$ cat src/rtl/pll_switch_seq.sv
module pll_switch_seq #(
  parameter int SETTLE_CYC = 1200,
  parameter int MULT_MAX   = 32,
  localparam int MW = $clog2(MULT_MAX + 1),
  localparam int CW = $clog2(SETTLE_CYC)
) (
  input  logic          clk,
  input  logic          rst_n,
  input  logic          wr_en,
  input  logic [1:0]    wr_addr,
  input  logic [7:0]    wr_data,
  input  logic          pll_lock,
  output logic          pll_pwr,
  output logic [MW-1:0] fb_mult,
  output logic [1:0]    div_code,
  output logic [2:0]    state_o,
  output logic          err_cfg,
  output logic          err_seq,
  output logic          sel_rc,
  output logic          sel_pll
);

  typedef enum logic [2:0] {
    S_OFF = 3'd0, S_CFG = 3'd1, S_SETTLE = 3'd2, S_LOCK = 3'd3, S_LIVE = 3'd4
  } st_t;

  st_t          st, st_n;
  logic [CW-1:0] cnt;
  logic          cnt_clr, seq_bad, pwr_n;
  logic          pll_q1, rc_q1;
  logic [1:0]    div_n;

  wire cfg_open = (st == S_OFF) || (st == S_CFG);
  wire mult_ok  = (wr_data >= 8'd1) && (wr_data <= 8'(MULT_MAX));
  wire div_ok   = (wr_data == 8'd2) || (wr_data == 8'd4) ||
                  (wr_data == 8'd8) || (wr_data == 8'd16);
  wire mult_acc = wr_en && (wr_addr == 2'd0) && mult_ok && cfg_open;
  wire div_acc  = wr_en && (wr_addr == 2'd1) && div_ok && cfg_open;
  wire cfg_bad  = wr_en && (wr_addr != 2'd2) && !mult_acc && !div_acc;

  wire cmd_wr   = wr_en && (wr_addr == 2'd2);
  wire cmd_many = cmd_wr && ($countones(wr_data[2:0]) > 1);
  wire any_cmd  = cmd_wr && (wr_data[2:0] != 3'b000);
  wire act      = cmd_wr && (wr_data[2:0] == 3'b001);
  wire con      = cmd_wr && (wr_data[2:0] == 3'b010);
  wire stp      = cmd_wr && (wr_data[2:0] == 3'b100);
  wire clr      = cmd_wr && wr_data[3];
  wire settled  = (cnt == CW'(SETTLE_CYC - 1));
  wire want_pll = (st == S_LIVE);

  assign state_o = st;

  always_comb begin
    case (wr_data[4:0])
      5'd2:    div_n = 2'd0;
      5'd4:    div_n = 2'd1;
      5'd8:    div_n = 2'd2;
      default: div_n = 2'd3;
    endcase
  end

  always_comb begin
    st_n    = st;
    cnt_clr = 1'b0;
    seq_bad = cmd_many;
    pwr_n   = pll_pwr;
    case (st)
      S_OFF: begin
        if (mult_acc || div_acc) st_n = S_CFG;
        if (act || con || stp) seq_bad = 1'b1;
      end
      S_CFG: begin
        if (act) begin
          st_n = S_SETTLE; cnt_clr = 1'b1; pwr_n = 1'b1;
        end else if (con || stp) seq_bad = 1'b1;
      end
      S_SETTLE: begin
        if (act) cnt_clr = 1'b1;
        else if (stp) begin
          st_n = S_CFG; pwr_n = 1'b0;
        end else if (con) seq_bad = 1'b1;
        else if (settled && pll_lock) st_n = S_LOCK;
      end
      S_LOCK, S_LIVE: begin
        if (!pll_lock) begin
          st_n = S_SETTLE; cnt_clr = 1'b1;
          if (any_cmd) seq_bad = 1'b1;
        end else if (st == S_LOCK) begin
          if (act) begin
            st_n = S_SETTLE; cnt_clr = 1'b1;
          end else if (stp) begin
            st_n = S_CFG; pwr_n = 1'b0;
          end else if (con) st_n = S_LIVE;
        end else begin
          if (stp) st_n = S_LOCK;
          else if (act || con) seq_bad = 1'b1;
        end
      end
      default: st_n = S_OFF;
    endcase
  end

  always_ff @(posedge clk or negedge rst_n) begin
    if (!rst_n) begin
      st       <= S_OFF;
      cnt      <= '0;
      pll_pwr  <= 1'b0;
      fb_mult  <= MW'(1);
      div_code <= 2'd0;
      err_cfg  <= 1'b0;
      err_seq  <= 1'b0;
    end else begin
      st      <= st_n;
      pll_pwr <= pwr_n;
      if (cnt_clr) cnt <= '0;
      else if (st == S_SETTLE && !settled) cnt <= cnt + 1'b1;
      if (mult_acc) fb_mult <= wr_data[MW-1:0];
      if (div_acc) div_code <= div_n;
      err_cfg <= cfg_bad ? 1'b1 : (clr ? 1'b0 : err_cfg);
      err_seq <= seq_bad ? 1'b1 : (clr ? 1'b0 : err_seq);
    end
  end

  always_ff @(posedge clk or negedge rst_n) begin
    if (!rst_n) begin
      pll_q1  <= 1'b0;
      sel_pll <= 1'b0;
      rc_q1   <= 1'b1;
      sel_rc  <= 1'b1;
    end else begin
      pll_q1  <= want_pll & ~sel_rc;
      sel_pll <= pll_q1;
      rc_q1   <= ~want_pll & ~sel_pll;
      sel_rc  <= rc_q1;
    end
  end

  AST_SEL_EXCL: assert property (@(posedge clk) disable iff (!rst_n)
    !(sel_rc && sel_pll));
  AST_SETTLE_MIN: assert property (@(posedge clk) disable iff (!rst_n)
    (st == S_LOCK && $past(st) == S_SETTLE) |-> ($past(settled) && $past(pll_lock)));
  AST_LIVE_FROM_LOCK: assert property (@(posedge clk) disable iff (!rst_n)
    (st == S_LIVE && $past(st) != S_LIVE) |-> ($past(st) == S_LOCK));
  AST_PWR_IDLE: assert property (@(posedge clk) disable iff (!rst_n)
    (st == S_OFF || st == S_CFG) |-> !pll_pwr);
  AST_LOSS_EXIT: assert property (@(posedge clk) disable iff (!rst_n)
    ((st == S_LOCK || st == S_LIVE) && !pll_lock) |=> (st == S_SETTLE));
  AST_SEQ_STICKY: assert property (@(posedge clk) disable iff (!rst_n)
    (err_seq && !clr) |=> err_seq);
  AST_MULT_RANGE: assert property (@(posedge clk) disable iff (!rst_n)
    (fb_mult >= MW'(1)) && (fb_mult <= MW'(MULT_MAX)));

endmodule

$ cat config.mk
export PLATFORM = sky130hd
export DESIGN_NAME = pll_switch_seq
export DESIGN_NICKNAME = d
export VERILOG_FILES = /design/src/rtl/pll_switch_seq.sv
export SDC_FILE = /design/constraint.sdc
export NUM_CORES = 1
export LEC_CHECK = 0
export BUFFER_PORTS_ARGS = -buffer_cell sky130_fd_sc_hd__buf_4
export CORE_AREA = 2 2 60 62
export CTS_BUF_LIST = sky130_fd_sc_hd__clkbuf_4 sky130_fd_sc_hd__clkbuf_8 sky130_fd_sc_hd__clkbuf_16
export CTS_CLUSTER_DIAMETER = 150
export DETAILED_ROUTE_END_ITERATION = 16
export DIE_AREA = 0 0 62 64
export GPL_ROUTABILITY_DRIVEN = 0
export HOLD_SLACK_MARGIN = 0.02
export PLACE_DENSITY = 0.76
export SLEW_MARGIN = 20
export SYNTH_ARGS = -nofsm -noshare
export SYNTH_HDL_FRONTEND = slang
export SYNTH_SLANG_ARGS = --single-unit
$ cat constraint.sdc
create_clock -name clk -period 2.35 [get_ports clk]
set_input_delay 0.1175 -clock clk [delete_from_list [all_inputs] [get_ports clk]]
set_output_delay 0.1175 -clock clk [all_outputs]
set_load 0.05 [all_outputs]
==> flow_summary_export.csv, run 1 <==
group,metric,value,unit
worst_setup_path,cp_slowest_stage_delay,0.47,ns
power,pwr-share-comb,51.1,%
synth,synth-edff-count,0,
worst_setup_path,end_kind,"register",
outcome,status,"complete, no violations",
floorplanning,ios,30,
detailed_routing,wl,3980,um
power,total_power,2.16,mW
worst_setup_path,crit_type,"register to register",
synth,synth_compound_area_share,15.5,%
synth,synthMuxAreaShare,2.52,%
synth,synthCells,184,
synth,yosysSeqAreaShare,41.9,%
power,clockPowerShare,14.6,%
sta,slew_violations,0,
detailed_routing,wl_per_cell,15.0,um
flow_run,cap_viol_max_count,0,
worst_setup_path,arrival,2.45,ns
clock_tree,cts_tree,"done",
synth,synthSimpleGateAreaFrac,27.7,%
floorplanning,die_area,0.00397,mm^2
worst_setup_path,start_kind,"register",
synth,yosysWarnings,0,
worst_setup_path,reg2reg_slack,0.15,ns
worst_setup_path,cp.required,2.59,ns
final_layout,drive_above_1_share,29.5,%
sta,fin_tns_setup,0,ns
final_layout,instances_no_fill,266,
sta,worst_pin_slew,0.474,ns
clock_tree,worstSkewPairLatency,0.33,ns
clock_tree,cts.clk_slew.worst_paths,0.10,ns
power,net-switching-power,969,uW
sta,fmax,454,MHz
global_routing,track_usage,22.8,%
place,dp.final_hpwl,2990,um
clock_tree,clock_path_buffers,2,
clock_tree,cts_sinks,29,
power,irDropWorstVdd,0.511,mV
place,port_buffers,29,
floorplanning,die_y,64,um
synth,async_flop_share,100,%
detailed_routing,vias_per_cell,5.84,
synth,synth_top_family_by_area,"simple AND/OR/NAND/NOR gates",
synth,synth_ff_type,"dfrtp_1",
detailed_routing,drc,0,
synth,syn_area_per_cell,9.46,um^2
worst_setup_path,crit_fanout,9,
sta,hold_violations,0,
sta,slew-limit-headroom,67.6,%
detailed_routing,drt-initial-drc-count,117,
synth,synth-xor-area-share,7.55,%
worst_setup_path,crit_top_cell,"or4_1",
global_routing,grt_antenna_before_repair,0,
final_layout,utilization,64.1,%
synth,synth_fp_nets,200,
global_routing,grt_max_degree,30,
detailed_routing,first_pass_iters,4,
sta,min_period,2.20,ns
clock_tree,cts_buffers,5,
sta,fin_skew,0.0164,ns
power,seq_power_share,34.2,%
final_layout,final_nets,236,
sta,grt_setup_unrepaired,"false",
sta,min_period_over_period,93.7,%
final_layout,area_growth,20.9,%
synth,netlist_area,0.00174,mm^2
global_routing,grt_pass1_wl,6760,um
synth,synth.distinct_cells,57,
synth,synthAdderAreaFrac,1.44,%
global_routing,grt_pass1_vias,1516,
power,swShare,44.9,%
detailed_routing,drtAntennaViolNets,0,
sta,setup_viol_count_final,0,
global_routing,overflow,0,
clock_tree,cts_htree_levels,2,
clock_tree,cts-root-buf,"clkbuf_4",
place,dp.cells,257,
power,leakagePower,0.928,nW
floorplanning,rows,21,
power,power.density,1030,mW/mm^2
floorplanning,initial_core_util,53.0,%
final_layout,antenna_cells,0,
detailed_routing,via_count,1554,
power,p_int,1.19,mW
worst_hold_path,hold_path.class,"primary input to register",
floorplanning,core,0.00328,mm^2
synth,ys_ff_latch,29,
floorplanning,die_w,62,um
clock_tree,cts_resized,0,
worst_setup_path,cp_cell_sequence,"nor3b_1 -> or4_1 -> o211ai_1 -> o211ai_2 -> or4_1 -> a211oi_2",
worst_setup_path,slowest_stage,"dfrtp_1",
## repair_timing
| action | 4_1_cts | 5_1_grt |
|---|---|---|
| buffers inserted | 0 | 0 |
| hold buffers | 2 | 0 |
| hold endpoints to repair | 30 | 0 |
## final cells by class
| class | instances | area, um^2 |
|---|---|---|
| Clock buffer | 7 | 58.8 |
| Multi-Input combinational cell | 142 | 952 |
| Inverter | 4 | 15.0 |
| Fill cell | 271 | 1180 |
| Tap cell | 46 | 57.6 |
| Timing Repair Buffer | 38 | 290 |
| Sequential cell | 29 | 731 |
## registers in the layout, indices dropped and copies added (netlist names)
register and flops:
pll_pwr 1, err_cfg 1, sel_pll 1, fb_mult 6
rc_q1 1, err_seq 1, div_code 2, cnt 11
sel_rc 1, state_o 3, pll_q1 1
## path summary, 6_finish.rpt
path / end / start / depth (start not counted)
max: state_o[2] / state_o[1] / 6
min: err_cfg / wr_addr[1] / 2
max reg2reg: state_o[2] / state_o[1] / 6
min reg2reg: sel_pll / pll_q1 / 0
max in group asynchronous: sel_rc / rst_n / 2
min in group asynchronous: div_code[0] / rst_n / 2
## synth_stat cells, types with 2 or more instances
cell type,n,share of area (%)
and3_1,2,0.72
dfrtp_1,26,37
xor2_1,8,4.0
clkbuf_1,5,1.1
nor2_1,26,5.6
nor4_1,3,1.1
o21ai_0,5,1.4
a31oi_1,3,1.1
or2_2,4,1.4
o32ai_1,2,1.0
inv_1,4,0.86
o31ai_1,2,0.86
xnor2_1,7,3.5
a22oi_1,4,1.7
mux2_2,3,1.9
nor2b_1,2,0.72
dfstp_2,3,4.5
a311oi_1,2,1.0
nor4b_1,2,1.0
or4_1,2,0.86
or3_1,4,1.4
a21oi_1,4,1.2
buf_2,2,0.58
nand3_1,5,1.4
nand4_1,5,1.8
ha_1,2,1.4
nand2_1,17,3.7
## placed cells by master, fill, tap and decap left out, drive strengths merged, types with 2 or more instances in the layout
master,netlist,final
xnor2,7,7
nand3b,2,2
dfstp,3,3
o31ai,2,2
nor4,3,3
nand4,5,5
o211ai,2,2
clkbuf,5,7
and3,3,3
nor2,26,26
inv,4,4
dlygate4sd3,0,2
dfrtp,26,26
nand2,17,17
or4,2,2
nor3,2,2
xor2,8,8
a311oi,2,2
o21ai,6,6
or3,4,4
nor4b,3,3
mux2,3,3
a31oi,3,3
buf,4,36
or2,5,5
a21oi,4,4
nand3,6,6
ha,2,2
o32ai,2,2
nor2b,2,2
a22oi,4,4
## stage by stage
stage	hold slack [ns]	instance area [um^2]	setup WS, ns
final	0.0371	2100	0.148
after floorplan	-0.178	1740	0.0223
after detailed placement	0.0594	2030	0.164
after global placement	0.0548	2030	0.276
after CTS	0.0254	2100	0.143
after global routing	0.0341	2100	0.0238
## cell families (layout without fill, tap and decap cells)
group | Yosys count | in the layout
AOI/OAI and AO/OA | 35 | 35
buffers and inverters | 13 | 49
muxes | 4 | 4
and+or+nand+nor | 86 | 86
xor gates and xnor gates | 15 | 15
adders and majority gates | 2 | 2
DFF | 29 | 29
## critical path: cells and delay by family, from the launching register on
kind	cells	cell delay, ns
simple gates	3	1.03
compound gates	3	0.61
flops	1	0.47
## routing by layer
layer,routed length [um],track usage (%),vias to the layer above
li1,-,-,739
met1,1610,27.2,758
met2,2090,37.8,45
met3,194,5.87,12
met4,82,9.04,0
met5,0,0,-
## power groups by stage
stage | Clock, mW | Sequential (mW) | Combinational [mW]
floorplan | 0 | 0.987 | 0.528
global placement | 0 | 0.739 | 1.06
detailed placement | 0 | 0.751 | 1.10
CTS | 0.330 | 0.741 | 1.11
global route | 0.352 | 0.761 | 1.20
finish | 0.316 | 0.739 | 1.10
Note: power is estimated with default switching activity, not from simulation.
==> inputs of run 2 (changes only) <==
--- a/config.mk
+++ b/config.mk
@@ -6,14 +6,13 @@
 export NUM_CORES = 1
 export LEC_CHECK = 0
 export BUFFER_PORTS_ARGS = -buffer_cell sky130_fd_sc_hd__buf_4
-export CORE_AREA = 2 2 60 62
+export CORE_AREA = 2 2 69 71
 export CTS_BUF_LIST = sky130_fd_sc_hd__clkbuf_4 sky130_fd_sc_hd__clkbuf_8 sky130_fd_sc_hd__clkbuf_16
 export CTS_CLUSTER_DIAMETER = 150
 export DETAILED_ROUTE_END_ITERATION = 16
-export DIE_AREA = 0 0 62 64
+export DIE_AREA = 0 0 71 73
 export GPL_ROUTABILITY_DRIVEN = 0
 export HOLD_SLACK_MARGIN = 0.02
-export PLACE_DENSITY = 0.76
 export SLEW_MARGIN = 20
 export SYNTH_ARGS = -nofsm -noshare
 export SYNTH_HDL_FRONTEND = slang
==> run 2 against run 1 <==
Net effect: global-route usage fell by 6.3 points; hold slack improved by 0.045 ns; cell area increased by 2.9%; register-to-register slack improved by 0.12 ns; combinational power about the same; clock power up 76%; cell count grew 3.0%; fmax increased by 5.5%; clock-buffer cell count is the same; core utilization fell by 16 points; first-iteration DRC count fell by 43%; critical path type unchanged; critical endpoint unchanged; highest routed layer unchanged.
==> flow_summary_export.csv, run 2 (synthesis gave the netlist of run 1 again) <==
group,metric,value,unit
outcome,status,"complete, no violations",
worst_setup_path,end_kind,"register",
final_layout,n_fill_cell,425,
power,total_power,2.39,mW
power,pwr-share-comb,45.8,%
power,seq_power_share,30.9,%
sta,fin_skew,0.00693,ns
global_routing,track_usage,16.4,%
detailed_routing,first_pass_iters,4,
final_layout,largest-register,"cnt",
global_routing,overflow,0,
floorplanning,die_area,0.00518,mm^2
worst_setup_path,cp.required,2.55,ns
power,net-switching-power,993,uW
floorplanning,rows,25,
sta,hold_violations,0,
final_layout,final_cell_mix,"buf_4 (36), nor2_1 (26), dfrtp_1 (25)",
sta,grt_setup_unrepaired,"false",
detailed_routing,wl_per_cell,14.5,um
clock_tree,cts_setup_buffers,0,
sta,fin_tns_setup,0,ns
clock_tree,worstSkewPairLatency,0.28,ns
clock_tree,cts.clk_slew.worst_paths,0.07,ns
detailed_routing,drt-initial-drc-count,67,
place,dp.final_hpwl,2840,um
sta,slew_violations,0,
detailed_routing,drtAntennaViolNets,0,
clock_tree,cts_tree,"done",
clock_tree,cts_sinks,29,
sta,setup_viol_count_final,0,
detailed_routing,wl,3960,um
sta,fmax,479,MHz
final_layout,antenna_cells,0,
worst_setup_path,crit_type,"register to register",
sta,min_period,2.09,ns
final_layout,utilization,47.8,%
global_routing,grt_antenna_before_repair,0,
clock_tree,holdBufCountCts,1,
floorplanning,die_y,73,um
worst_setup_path,arrival,2.29,ns
detailed_routing,drc,0,
power,clockPowerShare,23.3,%
floorplanning,ios,30,
detailed_routing,via_count,1497,
sta,worst_pin_slew,0.506,ns
power,p_int,1.39,mW
floorplanning,core,0.00454,mm^2
clock_tree,cts_buffers,5,
clock_tree,cts_resized,0,
final_layout,area_growth,24.4,%
clock_tree,cts-root-buf,"clkbuf_8",
final_layout,layout_commonest_cell,"buf_4",
sta,slew-limit-headroom,65.4,%
sta,min_period_over_period,88.8,%
global_routing,grt_pass1_wl,6660,um
flow_run,cap_viol_max_count,0,
final_layout,drive_above_1_share,30.0,%
power,leakagePower,0.951,nW
worst_hold_path,hold_path.class,"primary input to register",
global_routing,grt_pass1_vias,1401,
global_routing,grt_max_degree,30,
final_layout,largest_register_ffs,11,
detailed_routing,vias_per_cell,5.46,
final_layout,final_nets,235,
worst_setup_path,crit_fanout,5,
power,irDropWorstVdd,0.400,mV
floorplanning,initial_core_util,38.4,%
power,swShare,41.6,%
worst_setup_path,start_kind,"register",
place,port_buffers,29,
power,power.density,1100,mW/mm^2
floorplanning,die_w,71,um
clock_tree,cts_htree_levels,2,
clock_tree,clock_path_buffers,2,
[run 2: cell count changes in the layout (fill, tap and decap cells not counted), sizes merged]
cell	delta
bufinv	+1
dlygate4sd3	-1
[run 2: power by group through the flow]
stage | registers (mW) | logic (mW) | clock network (mW)
2_1_floorplan | 0.987 | 0.528 | 0
3_3_place_gp | 0.741 | 1.09 | 0
3_5_place_dp | 0.746 | 1.10 | 0
4_1_cts | 0.738 | 1.10 | 0.569
5_1_grt | 0.759 | 1.18 | 0.590
6_report | 0.737 | 1.09 | 0.555
[run 2: stage by stage]
step | setup WS [ns] | cell area [um^2] | cells | hold slack, ns
global route | 0.109 | 2170 | 274 | 0.0822
floorplan | 0.0223 | 1740 | 184 | -0.178
global placement | 0.287 | 2040 | 265 | 0.0695
finish | 0.263 | 2170 | 274 | 0.0824
detailed placement | 0.287 | 2040 | 265 | 0.0677
CTS | 0.267 | 2170 | 274 | 0.0747
[run 2: worst paths after layout]
path	from	end	slack, ns	cells after the start
setup reg to reg	state_o[2]	state_o[2]	0.26	6
setup / recovery	state_o[2]	state_o[2]	0.26	6
min in group asynchronous	rst_n	fb_mult[4]	0.29	2
hold reg to reg	pll_q1	sel_pll	0.35	0
max in group asynchronous	rst_n	fb_mult[0]	1.75	2
hold / removal	wr_addr[1]	err_cfg	0.08	2
[run 2: worst max-delay path: stages, from the launching register on]
cell and delay, ns:
dfrtp_1 0.42, nor2_1 0.31, and3_2 0.30, nand3_2 0.08, nor4b_2 0.20, or4_1 0.49
a211oi_2 0.21
[run 2: per-layer routing]
metal  vias up  global-route usage [%]  wire length (um)
met5         -                       0                 0
met4         0                    6.92                49
met3         4                    4.01               212
met2        40                    26.8              1950
met1       716                    21.0              1750
li1        737                       -                 -
[run 2: cell type report]
| cell class | count | area, um^2 | share of cell area (%) |
|---|---|---|---|
| inverters | 4 | 15.0 | 0.693 |
| clock inverters | 1 | 30.0 | 1.39 |
| clock buffers | 7 | 90.1 | 4.16 |
| flip-flops and latches | 29 | 731 | 33.7 |
| well taps | 54 | 67.6 | 3.12 |
| multi-input cells | 142 | 952 | 44.0 |
| repair buffers | 37 | 280 | 12.9 |
==> inputs of run 3 (changes only) <==
--- a/config.mk
+++ b/config.mk
@@ -6,11 +6,11 @@
 export NUM_CORES = 1
 export LEC_CHECK = 0
 export BUFFER_PORTS_ARGS = -buffer_cell sky130_fd_sc_hd__buf_4
-export CORE_AREA = 2 2 69 71
+export CORE_AREA = 2 2 77 64
 export CTS_BUF_LIST = sky130_fd_sc_hd__clkbuf_4 sky130_fd_sc_hd__clkbuf_8 sky130_fd_sc_hd__clkbuf_16
 export CTS_CLUSTER_DIAMETER = 150
 export DETAILED_ROUTE_END_ITERATION = 16
-export DIE_AREA = 0 0 71 73
+export DIE_AREA = 0 0 79 66
 export GPL_ROUTABILITY_DRIVEN = 0
 export HOLD_SLACK_MARGIN = 0.02
 export SLEW_MARGIN = 20
==> constraint.sdc (replaced) <==
create_clock -name clk -period 2.45 [get_ports clk]
set_input_delay 0.1225 -clock clk [delete_from_list [all_inputs] [get_ports clk]]
set_output_delay 0.1225 -clock clk [all_outputs]
set_load 0.05 [all_outputs]
==> run 3 against run 2 <==
Net effect: highest routed layer unchanged; cell area grew 0.29%; largest cell class unchanged; critical path type unchanged; clock power shrank 5.2%; critical path depth is the same.
==> flow_summary_export.csv, run 3 (synthesis gave the netlist of run 1 again) <==
group,metric,value,unit
worst_setup_path,start_kind,"register",
clock_tree,cts_buffers,5,
floorplanning,ios,30,
floorplanning,die_w,79,um
detailed_routing,drtAntennaViolNets,0,
final_layout,largest_register_ffs,11,
place,port_buffers,29,
sta,hold-worst-slack,0.0764,ns
clock_tree,cts_sinks,29,
power,p_int,1.33,mW
sta,fmax,460,MHz
power,clockPowerShare,23.1,%
power,net-switching-power,945,uW
final_layout,drive_above_1_share,29.5,%
detailed_routing,via_count,1515,
clock_tree,worstSkewPairLatency,0.28,ns
final_layout,area_growth,24.8,%
worst_setup_path,arrival,2.37,ns
sta,min_period_over_period,88.7,%
flow_run,cap_viol_max_count,0,
floorplanning,core,0.00446,mm^2
worst_setup_path,end_kind,"register",
power,seq_power_share,30.9,%
clock_tree,cts_setup_buffers,0,
final_layout,final_cell_mix,"buf_4 (36), nor2_1 (26), dfrtp_1 (26)",
floorplanning,die_y,66,um
sta,grt_setup_unrepaired,"false",
global_routing,grt_pass1_wl,6840,um
power,irDropWorstVdd,0.561,mV
worst_setup_path,crit_fanout,9,
global_routing,grt_pass1_vias,1472,
clock_tree,cts.clk_slew.worst_paths,0.06,ns
sta,hold_violations,0,
outcome,status,"complete, no violations",
place,dp.final_hpwl,2780,um
final_layout,largest-register,"cnt",
floorplanning,die_area,0.00521,mm^2
floorplanning,initial_core_util,39.0,%
power,leakagePower,0.952,nW
final_layout,layout_commonest_cell,"buf_4",
global_routing,grt_max_degree,30,
final_layout,antenna_cells,0,
power,swShare,41.5,%
sta,setup_viol_count_final,0,
sta,fin_tns_setup,0,ns
floorplanning,rows,22,
global_routing,track_usage,16.8,%
clock_tree,cts_htree_levels,2,
place,dp.cells,271,
clock_tree,cts_tree,"done",
power,total_power,2.28,mW
global_routing,overflow,0,
worst_setup_path,cp.required,2.65,ns
power,power.density,1050,mW/mm^2
detailed_routing,wl,3880,um
worst_setup_path,crit_type,"register to register",
sta,slew-limit-headroom,67.8,%
detailed_routing,vias_per_cell,5.41,
detailed_routing,drt-initial-drc-count,195,
sta,min_period,2.17,ns
clock_tree,cts_resized,0,
clock_tree,cts-root-buf,"clkbuf_8",
detailed_routing,wl_per_cell,13.9,um
clock_tree,clock_path_buffers,2,
worst_hold_path,hold_path.class,"primary input to register",
detailed_routing,first_pass_iters,4,
sta,slew_violations,0,
power,pwr-share-comb,46.0,%
sta,fin_skew,0.00446,ns
clock_tree,holdBufCountCts,1,
final_layout,instances_no_fill,280,
sta,worst_pin_slew,0.471,ns
global_routing,grt_antenna_before_repair,0,
detailed_routing,drc,0,
final_layout,final_nets,235,
## run 3: cell counts in the layout (fill, tap and decap cells not counted)
No cell type changed its count.
## run 3: power groups by stage
stage / Clock [mW] / Sequential, mW / Combinational (mW)
2_1_floorplan: 0 / 0.945 / 0.506
6_report: 0.526 / 0.704 / 1.05
3_3_place_gp: 0 / 0.706 / 1.06
5_1_grt: 0.564 / 0.724 / 1.14
4_1_cts: 0.547 / 0.703 / 1.05
3_5_place_dp: 0 / 0.711 / 1.04
## run 3: worst paths after layout
check	cells past startpoint	to	startpoint	slack, ns
min in group asynchronous	2	div_code[1]	rst_n	0.30
worst min register to register	0	sel_pll	pll_q1	0.35
worst max-delay path	6	state_o[2]	state_o[2]	0.28
max in group asynchronous	2	fb_mult[0]	rst_n	1.84
worst min-delay path	2	err_cfg	wr_addr[1]	0.08
worst max register to register	6	state_o[2]	state_o[2]	0.28
## run 3: metrics by stage
step,utilization [%],area [um^2],setup WS [ns]
after global routing,48.7,2170,0.120
after floorplan,-,1740,0.0127
final,48.7,2170,0.277
after detailed placement,45.8,2040,0.312
after global placement,45.8,2040,0.312
after CTS,48.7,2170,0.292
## run 3: per-layer routing
metal | share of wire (%) | routed length, um | GRT usage (%) | vias to the layer above
met3 | 6.1 | 238 | 4.51 | 7
met2 | 43 | 1680 | 25.3 | 42
li1 | - | - | - | 744
met4 | 1.5 | 58 | 6.68 | 0
met1 | 49 | 1910 | 22.8 | 722
met5 | 0 | 0 | 0 | -
## run 3: area by class of cell
cell class / instances / area (um^2)
Clock buffer: 7 / 90.1
Clock inverter: 1 / 30.0
Fill cell: 454 / 2290
Inverter: 4 / 15.0
Multi-Input combinational cell: 142 / 952
Sequential cell: 29 / 729
Tap cell: 60 / 75.1
Timing Repair Buffer: 37 / 280
## run 3: critical path, cell delays in order (launching register included)
cell and delay (ns):
dfrtp_1 0.47, nor2_1 0.33, and3_2 0.29, nand3_2 0.08, nor4b_2 0.20, or4_1 0.50
a211oi_2 0.22
